`src/rtl/gf16_dot4.sv`:
```
module gf16_dot4 #(
  parameter int LANES = 4,
  parameter int EXP_W = 6,
  parameter int MAN_W = 9,
  parameter logic [EXP_W+MAN_W:0] RESET_WORD = 16'h47C0
) (
  input  logic                           clk,
  input  logic                           rst_n,
  input  logic                           start,
  input  logic [LANES*(1+EXP_W+MAN_W)-1:0] a_vec,
  input  logic [LANES*(1+EXP_W+MAN_W)-1:0] b_vec,
  output logic [EXP_W+MAN_W:0]           result,
  output logic                           done
);
  localparam int W    = 1 + EXP_W + MAN_W;
  localparam int SIG  = MAN_W + 1;
  localparam int PW   = 2 * SIG;
  localparam int FR   = 2 * MAN_W;
  localparam int AW   = PW + $clog2(LANES) + 1;
  localparam int LW   = $clog2(LANES);
  localparam int CW   = $clog2(SIG + 1);
  localparam int XW   = EXP_W + 4;
  localparam int BIAS = (1 << (EXP_W - 1)) - 1;
  localparam int EMAX = (1 << EXP_W) - 1;

  typedef enum logic [1:0] {IDLE, MUL, ADD, FIN} st_t;
  st_t state;

  logic [LANES*W-1:0]    a_q, b_q;
  logic [LW-1:0]         lane;
  logic [CW-1:0]         cnt;
  logic [PW-1:0]         mcand, prod;
  logic [SIG-1:0]        mplier;
  logic                  psign, acc_s;
  logic signed [XW-1:0]  pexp, acc_e;
  logic [AW-1:0]         acc_m;

  function automatic logic [SIG-1:0] sig_of(input logic [W-1:0] x);
    return (x[W-2:MAN_W] == '0) ? '0 : {1'b1, x[MAN_W-1:0]};
  endfunction

  function automatic logic signed [XW-1:0] ex(input logic [EXP_W-1:0] e);
    return signed'({{(XW-EXP_W){1'b0}}, e});
  endfunction

  wire [LW-1:0] nl  = (state == IDLE) ? '0 : lane + 1'b1;
  wire [W-1:0]  opa = (state == IDLE) ? a_vec[W-1:0] : a_q[nl*W +: W];
  wire [W-1:0]  opb = (state == IDLE) ? b_vec[W-1:0] : b_q[nl*W +: W];

  // alignment and sign-magnitude add
  logic [AW-1:0]        n_m, am, bm;
  logic signed [XW-1:0] n_e, diff;
  logic                 n_s;
  always_comb begin
    diff = acc_e - pexp;
    n_m = acc_m; n_e = acc_e; n_s = acc_s;
    am = '0; bm = '0;
    if (acc_m == '0) begin
      n_m = AW'(prod); n_e = pexp; n_s = psign;
    end else if (prod != '0) begin
      if (diff >= 0) begin
        n_e = acc_e; am = acc_m;
        bm = (diff >= AW) ? '0 : AW'(prod) >> diff;
      end else begin
        n_e = pexp; bm = AW'(prod);
        am = (-diff >= AW) ? '0 : acc_m >> (-diff);
      end
      if (acc_s == psign) begin
        n_m = am + bm; n_s = acc_s;
      end else if (am >= bm) begin
        n_m = am - bm; n_s = acc_s;
      end else begin
        n_m = bm - am; n_s = psign;
      end
      if (n_m == '0) n_s = 1'b0;
    end
  end

  // normalise and pack, truncating
  int            lead, fexp;
  logic [AW-1:0] shl;
  logic [W-1:0]  packed_w;
  always_comb begin
    lead = 0;
    for (int i = 0; i < AW; i++) if (acc_m[i]) lead = i;
    shl  = acc_m << (AW - 1 - lead);
    fexp = int'(acc_e) + lead - FR;
    if (acc_m == '0)       packed_w = '0;
    else if (fexp <= 0)    packed_w = {acc_s, {(W-1){1'b0}}};
    else if (fexp > EMAX)  packed_w = {acc_s, {(W-1){1'b1}}};
    else                   packed_w = {acc_s, EXP_W'(fexp), shl[AW-2 -: MAN_W]};
  end

  always_ff @(posedge clk or negedge rst_n) begin
    if (!rst_n) begin
      state <= IDLE; result <= RESET_WORD; done <= 1'b0;
      a_q <= '0; b_q <= '0; lane <= '0; cnt <= '0;
      mcand <= '0; prod <= '0; mplier <= '0; psign <= 1'b0; pexp <= '0;
      acc_m <= '0; acc_e <= '0; acc_s <= 1'b0;
    end else begin
      done <= 1'b0;
      case (state)
        IDLE: if (start) begin
          a_q <= a_vec; b_q <= b_vec; lane <= '0;
          acc_m <= '0; acc_e <= '0; acc_s <= 1'b0;
          state <= MUL;
        end
        MUL: begin
          if (mplier[0]) prod <= prod + mcand;
          mcand  <= mcand << 1;
          mplier <= mplier >> 1;
          cnt    <= cnt + 1'b1;
          if (cnt == CW'(SIG - 1)) state <= ADD;
        end
        ADD: begin
          acc_m <= n_m; acc_e <= n_e; acc_s <= n_s;
          if (lane == LW'(LANES - 1)) state <= FIN;
          else begin lane <= nl; state <= MUL; end
        end
        FIN: begin
          result <= packed_w; done <= 1'b1; state <= IDLE;
        end
        default: state <= IDLE;
      endcase
      if ((state == IDLE && start) || (state == ADD && lane != LW'(LANES - 1))) begin
        mcand  <= PW'(sig_of(opa));
        mplier <= sig_of(opb);
        prod   <= '0;
        cnt    <= '0;
        psign  <= opa[W-1] ^ opb[W-1];
        pexp   <= ex(opa[W-2:MAN_W]) + ex(opb[W-2:MAN_W]) - signed'(XW'(BIAS));
      end
    end
  end
endmodule

```
`config.mk`:
```
export PLATFORM = sky130hd
export DESIGN_NAME = gf16_dot4
export DESIGN_NICKNAME = d
export VERILOG_FILES = /design/src/rtl/gf16_dot4.sv
export SDC_FILE = /design/constraint.sdc
export NUM_CORES = 1
export LEC_CHECK = 0
export BUFFER_PORTS_ARGS = -buffer_cell sky130_fd_sc_hd__buf_2
export CAP_MARGIN = 15
export CORE_UTILIZATION = 40
export DETAILED_ROUTE_END_ITERATION = 10
export GPL_TIMING_DRIVEN = 0
export PLACE_DENSITY = 0.57
export SETUP_SLACK_MARGIN = 0.2
export SYNTH_ARGS = -nofsm -noshare
export SYNTH_HDL_FRONTEND = slang
export SYNTH_SLANG_ARGS = --single-unit
export TNS_END_PERCENT = 1
```
`constraint.sdc`:
```
create_clock -name clk -period 10.2 [get_ports clk]
set_input_delay 0.51 -clock clk [delete_from_list [all_inputs] [get_ports clk]]
set_output_delay 0.51 -clock clk [all_outputs]
set_load 0.02 [all_outputs]
```
==> results of run 1 <==
## per-layer routing
metal	routed length (um)	global-route usage	share of wire	vias to the layer above
met3	3960	0.0351	0.058	156
met4	3120	0.118	0.046	12
met2	31500	0.434	0.47	653
met5	57	0	0.00084	-
li1	-	-	-	8634
met1	29100	0.347	0.43	9034
## timing repair
item,in CTS,in global routing
pin swaps,7,7
buffers inserted,10,8
hold buffers,1,0
cloned,0,0
gates resized for setup,24,28
endpoints found under the hold margin,4,0
setup endpoints to repair,23,3
## cells by family after synthesis
family          count (synthesis)  share of synthesized area
simple gates                  624                      0.149
compound gates                618                      0.197
mux                           296                      0.174
buf+inv                       288                     0.0552
flops                         244                      0.308
fa+ha+maj                     134                     0.0874
xor+xnor                       64                     0.0293
## where the power goes
part           internal, uW  total [uW]  switching, uW
combinational          1050        2860           1820
clock                   677        1110            434
sequential             1080        1170           89.1
total                  2810        5140           2340
## state kept, by name, summed over array words and instances (netlist names)
name    count
a_q        64
b_q        64
acc_m      23
mcand      20
prod       20
result     16
mplier     10
acc_e       8
pexp        8
cnt         4
lane        2
state       2
acc_s       1
done        1
psign       1
## through the flow
step                hold slack, ns  instance area (um^2)  power, uW  TNS [ns]
floorplan                    0.214                 19900       3050         0
global route                 0.143                 22900       5450         0
finish                       0.149                 22900       5140         0
global placement             0.446                 21400       3840     -6.91
detailed placement           0.311                 21500       3860     -7.30
CTS                          0.129                 22700       5070         0
## cell usage in the layout (no fill, tap or decap), types with 14 or more instances in the layout
cell type  count
nand2b_1      21
mux2i_1      107
ha_1         125
nand3_1       70
xor2_1        22
clkbuf_1     123
a21o_1        31
a211oi_1      26
inv_1        144
clkbuf_16     29
or3_1         24
a31oi_1       23
a21oi_1      143
a22o_1        24
nor2_1       122
xnor2_1       39
dfrtp_1      238
o21bai_1      17
o21ai_0      199
nor4_1        30
buf_4         20
buf_1         14
nor3_1        39
nor2b_1       17
mux2_2       164
o31ai_1       16
nand4_1       14
buf_2        149
and3_1        16
mux4_2        23
nand2_1      219
o211ai_1      25
## cell type report
type / count / share of cell area
timing repair buffer: 169 / 0.0416
tap: 664 / 0.0364
clock inverter: 12 / 0.00821
sequential: 244 / 0.267
clock buffer: 41 / 0.0368
multi-input combinational: 1736 / 0.561
buffer: 143 / 0.0251
inverter: 145 / 0.0238
## worst max-delay path, delay by kind of cell (launching register included)
kind / cells / cell delay, ns
xor gates and xnor gates: 1 / 0.27
AOI/OAI and AO/OA: 11 / 2.78
adders and majority gates: 5 / 1.59
buffers and inverters: 7 / 1.25
muxes: 1 / 0.21
DFF: 1 / 0.39
and+or+nand+nor: 12 / 3.00
## how the worst max path moves through the flow
| stage | start | end | slack (ns) | depth (start not counted) |
|---|---|---|---|---|
| floorplan | acc_e[0]$_DFFE_PN0P_ | acc_s$_DFFE_PN0P_ | 1.18 | 38 |
| global route | acc_e[0]$_DFFE_PN0P_ | acc_s$_DFFE_PN0P_ | 0.17 | 37 |
| CTS | acc_e[0]$_DFFE_PN0P_ | acc_s$_DFFE_PN0P_ | 0.20 | 38 |
| global placement | acc_e[0]$_DFFE_PN0P_ | acc_s$_DFFE_PN0P_ | -1.44 | 38 |
| detailed placement | acc_e[0]$_DFFE_PN0P_ | acc_s$_DFFE_PN0P_ | -1.43 | 38 |
| finish | acc_e[0]$_DFFE_PN0P_ | acc_s$_DFFE_PN0P_ | 0.55 | 37 |
==> key figures, run 1 <==
Critical path
  – Crit Reg-Reg Startpoint: acc_e[0]$_DFFE_PN0P_
  – Critical path class: flop to flop
  – Critical Path End Type: flop
  – CP max stage cell: or4_4
  – CP max stage delay: 0.53 ns
  – R2R setup slack: about 0.55 ns
  – Top cell by count, worst path: ha_1
  – Reg2reg path depth: 37
  – CP Data Required Time: 10.65 ns
  – Worst r2r dst: acc_s$_DFFE_PN0P_
  – Crit path DAT: around 10 ns
  – Setup crit start kind: flop
  – CP Max Fanout: 11

Placement
  – Port Buf Inserts: 147
  – DP HPWL: between 50 and 60 mm
  – Pre-CTS WS: -1.43 ns
  – Placer Congestion: slightly below 1
  – Placed Cells: 3,081

Layout
  – # diodes: 0
  – Nets@finish: roughly 2,700
  – Layout area overhead: 15.0%
  – Finished Layout Cells: 3,154
  – Post-layout util: 0.467
  – Register Area: approximately 6100 um^2
  – Area of the multi-input gates: between 10,000 and 15,000 um^2
  – Share of cells above drive strength 1: 0.192
  – Fillers: about 4,800

Floorplan
  – Core ar.: 49,000 um^2
  – Die Area: approximately 51,000 um^2
  – IO Pins: about 150
  – Die X: 225 um
  – Initial Util: 0.406
  – Die height: around 220 um
  – Num rows: 81

Min path
  – HP Start: a_vec[26]
  – Hold endpoint: a_q[26]$_DFFE_PN0P_
  – Hold/Removal Path Class: input port to flop
  – Hold path depth: 2

CTS
  – Clk Latency, worst-skew pair: a little under 0.6 ns
  – Root buffer cell: clkbuf_16
  – Clock transition at path regs: about 0.060 ns
  – TritonCTS clock tree: yes
  – Clock Path Buffers: 3
  – Num CTS Buffers: 29
  – CTS sink cnt: roughly 240
  – H-tree levels: 1

Power
  – Pleak: about 0.0099 uW
  – VDD IR-drop max: 160 uV
  – Power per standard cell area: between 200 and 250 nW/um^2

Synthesis
  – Synth warn: 0
  – Synth cell count leaders: dfrtp_1, nand2_1, o21ai_0
  – Sequential area share after synthesis: 0.308
  – Top-area cell type share of the netlist area: 0.300
  – Mapped Cells: 2,268
  – Top cells by area, synth: dfrtp_1, mux2_2, ha_1
  – Average size of a mapped cell: slightly below 9 um^2
  – Fraction of registers with async set/reset: 1.00
  – Synth cell types: 83
  – Cell taking the most area after synthesis: dfrtp_1
  – Dominant cell by count in the synthesized netlist: dfrtp_1
  – Top_reg_cell synth: dfrtp_1
  – Post-Synthesis Net Count: around 2,500
  – Mapped cell area: between 15,000 and 20,000 um^2
  – Post-synth EDFFs: 0
  – Synth Register Bits: 244

Route
  – Antenna-violating nets left: 0
  – Via count: 18,500
  – WL/cell: 21.5 um
  – Drc violations: 0
  – Initial drt markers: roughly 1,500
  – Vias per cell: approximately 5.9
  – TritonRoute pass-1 iters: 8
  – DRT Wirelength: just under 70 mm

GRT
  – Initial antenna violation count: 6
  – First-pass GRT wire length: ~100 mm
  – Pin count of the biggest net entering global routing: around 120
  – Number of global-route vias before repair: between 15,000 and 20,000
  – GRT Total Usage: 0.264
  – Total gr overflow: 0

Timing
  – Final period util: 0.946
  – Unrepaired setup endpoints after global routing: false
  – Setup ws final: between 0.5 and 0.6 ns
  – Clock Skew: 0.0269 ns
  – Max Fclk: just over 0.1 GHz
  – Final setup violating endpoints: 0
  – Slew headroom: 0.220
  – Slew @ Worst Pin: between 1 and 1.5 ns
  – Max-slew violation count: 0
  – Final hold viol count: 0
  – Fin crit period: a little under 10 ns

Job
  – Max_cap viols: 0

Status
  – Outcome: completed
Power figures use the tool's default switching activity.
==> inputs of run 2 (changes only) <==
MAX_ROUTING_LAYER = met4   (was unset)
PLACE_DENSITY = 0.65   (was 0.57)
SKIP_CTS_REPAIR_TIMING = 1   (was unset)
==> run 2 against run 1 <==
  * Global-route usage up 0.38 points
  * Count of clock-buffer cells in the layout decreased by 2
  * Register-to-register slack worse by 0.10 ns
  * Sequential power about the same
  * Total power is 0.29% lower
  * Maximum frequency fell by 1.1%
  * Die area is the same
  * Sequential cell count did not move
  * Clock power hardly changed
  * Largest cell class unchanged
  * Largest power group unchanged
==> key figures, run 2 (synthesized netlist as in run 1, its figures left out) <==
Placement
  – Pre-CTS WS: -1.46 ns
  – Post-DP Area: ~21,000 um^2
  – DP HPWL: 52.6 mm
  – Placer Congestion: 1.01
  – Port Buf Inserts: 147

Status
  – Outcome: completed

Timing
  – Slew @ Worst Pin: ~1.2 ns
  – Post-Route Setup TNS: 0 ns
  – Clock Skew: roughly 0.011 ns
  – Final hold viol count: 0
  – Final period util: 0.956
  – Hold_ws: about 0.040 ns
  – Max Fclk: roughly 0.10 GHz
  – Fin crit period: a little under 10 ns
  – Slew headroom: 0.209
  – Max-slew violation count: 0
  – Setup ws final: between 0.4 and 0.5 ns
  – Unrepaired setup endpoints after global routing: false
  – Final setup violating endpoints: 0

Power
  – Total power: about 5000 uW
  – Power per standard cell area: between 200 and 250 nW/um^2
  – VDD IR-drop max: approximately 150 uV
  – Pleak: 0.00986 uW

CTS
  – Clock transition at path regs: approximately 0.060 ns
  – CTS sink cnt: 244
  – Num CTS Buffers: 28
  – TritonCTS clock tree: yes
  – H-tree levels: 1
  – Root buffer cell: clkbuf_16
  – Clock Path Buffers: 3
  – Clk Latency, worst-skew pair: 0.56 ns

Critical path
  – WP depth: 40
  – CP Max Fanout: 11
  – Crit path DAT: about 10 ns
  – CP Data Required Time: roughly 11 ns
  – Critical path class: flop to flop
  – CP max stage cell: fa_2
  – Worst r2r dst: acc_s$_DFFE_PN0P_
  – Reg2reg path depth: 40
  – CP top delay family: simple AND/OR/NAND/NOR gates
  – Setup crit start kind: flop
  – CP max stage delay: around 0.5 ns
  – Crit Reg-Reg Startpoint: acc_e[0]$_DFFE_PN0P_
  – Buffers and inverters on the worst path: 7
  – Critical Path End Type: flop
  – R2R setup slack: about 0.44 ns

Route
  – Antenna-violating nets left: 0
  – TritonRoute pass-1 iters: 6
  – Drc violations: 0
  – Initial drt markers: about 1,600
  – Via count: around 19,000
  – DRT Wirelength: ~67 mm
  – WL/cell: about 21 um
  – Vias per cell: between 5 and 6

Layout
  – Most common cell after layout, fill and taps aside: dfrtp_1
  – Share of cells above drive strength 1: 0.191
  – Nets@finish: 2,730
  – Layout area overhead: 14.8%
  – Commonest cells after routing, fill and taps aside: dfrtp_1, nand2_1, o21ai_0
  – Finished layout cell area: approximately 23,000 um^2
  – Biggest regs: a_q x64, b_q x64, acc_m x23

Job
  – Max_cap viols: 0

Floorplan
  – Initial Util: 0.406
  – IO Pins: 148
  – Die X: roughly 220 um
  – Die height: 225 um
  – Num rows: ~80
  – Die Area: 50,600 um^2
  – Core ar.: 49,000 um^2

GRT
  – Total gr overflow: 0
  – Number of global-route vias before repair: 18,000
  – First-pass GRT wire length: approximately 100 mm
  – GRT Total Usage: 0.268
  – Pin count of the biggest net entering global routing: ~120
  – Initial antenna violation count: 11

Min path
  – Hold/Removal Path Class: input port to async pin
-- run 2: cell count changes in the layout (fill, tap and decap cells not counted), moves of 2 or more --
cell / before / now
inv_6: 2 / 0
o31ai_1: 16 / 14
o31ai_2: 1 / 3
diode_2: 0 / 14
clkbuf_8: 8 / 5
clkbuf_1: 123 / 125
clkbuf_2: 4 / 1
-- run 2: layer usage --
metal / track usage / vias up / routed length [um]
met5: - / - / 0
met4: 0.103 / 0 / 2800
met3: 0.0498 / 155 / 5060
met2: 0.421 / 705 / 30800
met1: 0.342 / 9065 / 28600
li1: - / 8644 / -
-- run 2: area by class of cell --
class,count,area (um^2)
Fill cell,4784,26100
Multi-Input combinational cell,1736,12800
Sequential cell,244,6110
Timing Repair Buffer,167,912
Tap cell,664,831
Clock buffer,39,813
Buffer,143,564
Inverter,145,544
Clock inverter,12,175
Antenna cell,14,35.0
-- run 2: how the worst max path moves through the flow --
stage	startpoint	endpoint	slack, ns
after floorplan	acc_e[0]$_DFFE_PN0P_	acc_s$_DFFE_PN0P_	1.18
after global placement	acc_e[0]$_DFFE_PN0P_	acc_s$_DFFE_PN0P_	-1.34
after detailed placement	acc_e[0]$_DFFE_PN0P_	acc_s$_DFFE_PN0P_	-1.46
after CTS	acc_e[0]$_DFFE_PN0P_	acc_s$_DFFE_PN0P_	-1.52
after global routing	pexp[4]$_DFFE_PN0N_	acc_s$_DFFE_PN0P_	0.12
final	acc_e[0]$_DFFE_PN0P_	acc_s$_DFFE_PN0P_	0.44
-- run 2: where the power goes --
group / total (uW) / internal [uW] / switching, uW
clock network: 1080 / 658 / 426
logic: 2880 / 1040 / 1830
registers: 1170 / 1080 / 87.4
total: 5130 / 2780 / 2350
-- run 2: per-stage QoR --
step            util  instances
5_1_grt        0.466       3161
2_1_floorplan      -       2268
4_1_cts        0.459       3132
6_report       0.466       3164
3_5_place_dp   0.439       3081
3_3_place_gp   0.438       3079
-- run 2: worst reg2reg max path, delay by kind of cell, from the launching register on --
family	cells	cell delay, ns
muxes	1	0.23
buffers and inverters	7	1.18
AOI/OAI and AO/OA	12	2.34
and+or+nand+nor	15	4.04
adders and majority gates	5	1.44
DFF	1	0.39
==> inputs of run 3 (changes only) <==
CORE_UTILIZATION = 45   (was 40)
PLACE_DENSITY = 0.71   (was 0.65)
==> run 3 against run 2 <==
  * Sequential cell count unchanged
  * Non-clock buffer count increased by 5
  * Register-to-register slack got worse by 0.05 ns
  * Sequential power about the same
  * Die area decreased by 11%
  * Clock skew increased by 0.0061 ns
  * First-iteration DRC count increased by 5.4%
  * Highest routed layer unchanged
==> key figures, run 3 (synthesized netlist as in run 1, its figures left out) <==
Critical path
  – Setup crit start kind: flop
  – Crit path DAT: around 10 ns
  – CP endpoint: acc_s$_DFFE_PN0P_
  – Critical Path End Type: flop
  – CP Data Required Time: 10.63 ns
  – CP top delay family: compound AO/OA/AOI/OAI gates
  – R2R setup slack: a little under 0.4 ns
  – CP Max Fanout: 11
  – Crit Reg-Reg Startpoint: acc_e[0]$_DFFE_PN0P_
  – Buffers and inverters on the worst path: 5
  – Worst Setup SP: acc_e[0]$_DFFE_PN0P_
  – CP max stage cell: or4b_1
  – Top cell by count, worst path: inv_1
  – Critical path class: flop to flop
  – WP depth: 36
  – Worst r2r dst: acc_s$_DFFE_PN0P_
  – CP max stage delay: around 0.6 ns
  – Reg2reg path depth: 36

Timing
  – Final setup violating endpoints: 0
  – Max Fclk: 0.102 GHz
  – Clock Skew: 0.0173 ns
  – Unrepaired setup endpoints after global routing: false
  – Fin crit period: a little under 10 ns
  – Final hold viol count: 0
  – Slew headroom: 0.240
  – Final period util: 0.962
  – Max-slew violation count: 0
  – Hold_ws: slightly below 0.006 ns
  – Slew @ Worst Pin: ~1.1 ns

Route
  – Vias per cell: slightly above 6
  – DRT Wirelength: approximately 65 mm
  – Via count: roughly 19,000
  – WL/cell: roughly 21 um
  – Drc violations: 0
  – Initial drt markers: 1,728
  – Antenna-violating nets left: 0
  – TritonRoute pass-1 iters: 6

Floorplan
  – Die X: around 210 um
  – Die height: around 210 um
  – Core ar.: roughly 43,000 um^2
  – Num rows: 76
  – Initial Util: 0.459
  – IO Pins: around 150
  – Die Area: approximately 45,000 um^2

GRT
  – Met2 usage: 0.479
  – Number of global-route vias before repair: 18,300
  – Met3 Usage GRT: 0.0428
  – GRT Total Usage: 0.294
  – Initial antenna violation count: 3
  – Pin count of the biggest net entering global routing: between 100 and 150
  – Total gr overflow: 0
  – Busiest grt layer: met2
  – First-pass GRT wire length: about 100 mm
  – GR Layer Usage met1: 0.367

Layout
  – Layout area overhead: 14.1%
  – Commonest cells after routing, fill and taps aside: dfrtp_1, nand2_1, o21ai_0
  – Biggest regs: a_q x64, b_q x64, acc_m x23
  – Nets@finish: about 2,700
  – Fillers: 3,978
  – Post-layout util: 0.524
  – Most common cell after layout, fill and taps aside: dfrtp_1
  – Share of cells above drive strength 1: 0.191
  – Finished layout cell area: approximately 23,000 um^2
  – Finished Layout Cells: around 3,000

Min path
  – Hold/Removal Path Class: input port to async pin

CTS
  – Clock transition at path regs: 0.07 ns
  – H-tree levels: 1
  – CTS sink cnt: around 240
  – Clock Path Buffers: 3
  – Clk Latency, worst-skew pair: between 0.5 and 0.6 ns
  – Num CTS Buffers: 27
  – TritonCTS clock tree: yes
  – Root buffer cell: clkbuf_16

Placement
  – DP HPWL: 50.6 mm
  – Port Buf Inserts: between 100 and 150
  – Post-DP Area: between 20,000 and 25,000 um^2
  – Placed Cells: 3,002
  – Placer Congestion: between 1 and 1.5

Status
  – Outcome: completed

Job
  – Max_cap viols: 0

Power
  – Pleak: 0.00988 uW
  – VDD IR-drop max: 153 uV
  – Power per standard cell area: between 200 and 250 nW/um^2
==> run 3: changes by cell type in the layout (fill, tap and decap cells not counted), moves of 2 or more <==
cell        delta
buf_4          +4
bufinv_16      -2
clkbuf_1       -4
clkbuf_16      -2
clkbuf_8       +3
clkinvlp_4     -2
diode_2        -8
o21ai_2        -2
o31ai_1        +2
o31ai_2        -2
==> run 3: worst min-delay path by stage <==
stage                           startpoint                     end  slack, ns  cells after the start
CTS                                  rst_n     b_q[31]$_DFFE_PN0P_       0.07                      1
global placement    result[10]$_DFFE_PN1P_  result[10]$_DFFE_PN1P_       0.45                      2
global route                         rst_n     b_q[31]$_DFFE_PN0P_       0.11                      1
detailed placement  result[10]$_DFFE_PN1P_  result[10]$_DFFE_PN1P_       0.45                      2
finish                               rst_n     b_q[31]$_DFFE_PN0P_      0.006                      1
floorplan                            rst_n      a_q[0]$_DFFE_PN0P_       0.21                      0
==> run 3: cell type report <==
class | instances | area (um^2) | area share
clock inverters | 10 | 123 | 0.00541
well taps | 585 | 732 | 0.0323
multi-input cells | 1736 | 12800 | 0.565
plain buffers | 143 | 574 | 0.0253
repair buffers | 172 | 950 | 0.0419
flip-flops and latches | 244 | 6110 | 0.270
diodes | 6 | 15.0 | 0.000662
inverters | 145 | 547 | 0.0241
clock buffers | 40 | 805 | 0.0355
==> run 3: metrics by stage <==
step                power, uW  setup WS (ns)  setup TNS [ns]
floorplan                3050           1.18               0
CTS                      4870          -1.50           -8.00
global route             5330         0.0620               0
global placement         3820          -1.39           -5.02
finish                   5060          0.392               0
detailed placement       3840          -1.46           -6.71
==> run 3: metal layers <==
layer  wire length [um]  share of wire
met1              27200           0.42
met2              30900           0.47
met3               4370          0.067
met4               2620          0.040
met5                  0              0
==> run 3: power by group <==
part	switching [uW]	internal [uW]
logic	1820	1050
clock network	413	599
registers	90.1	1080
total	2330	2730
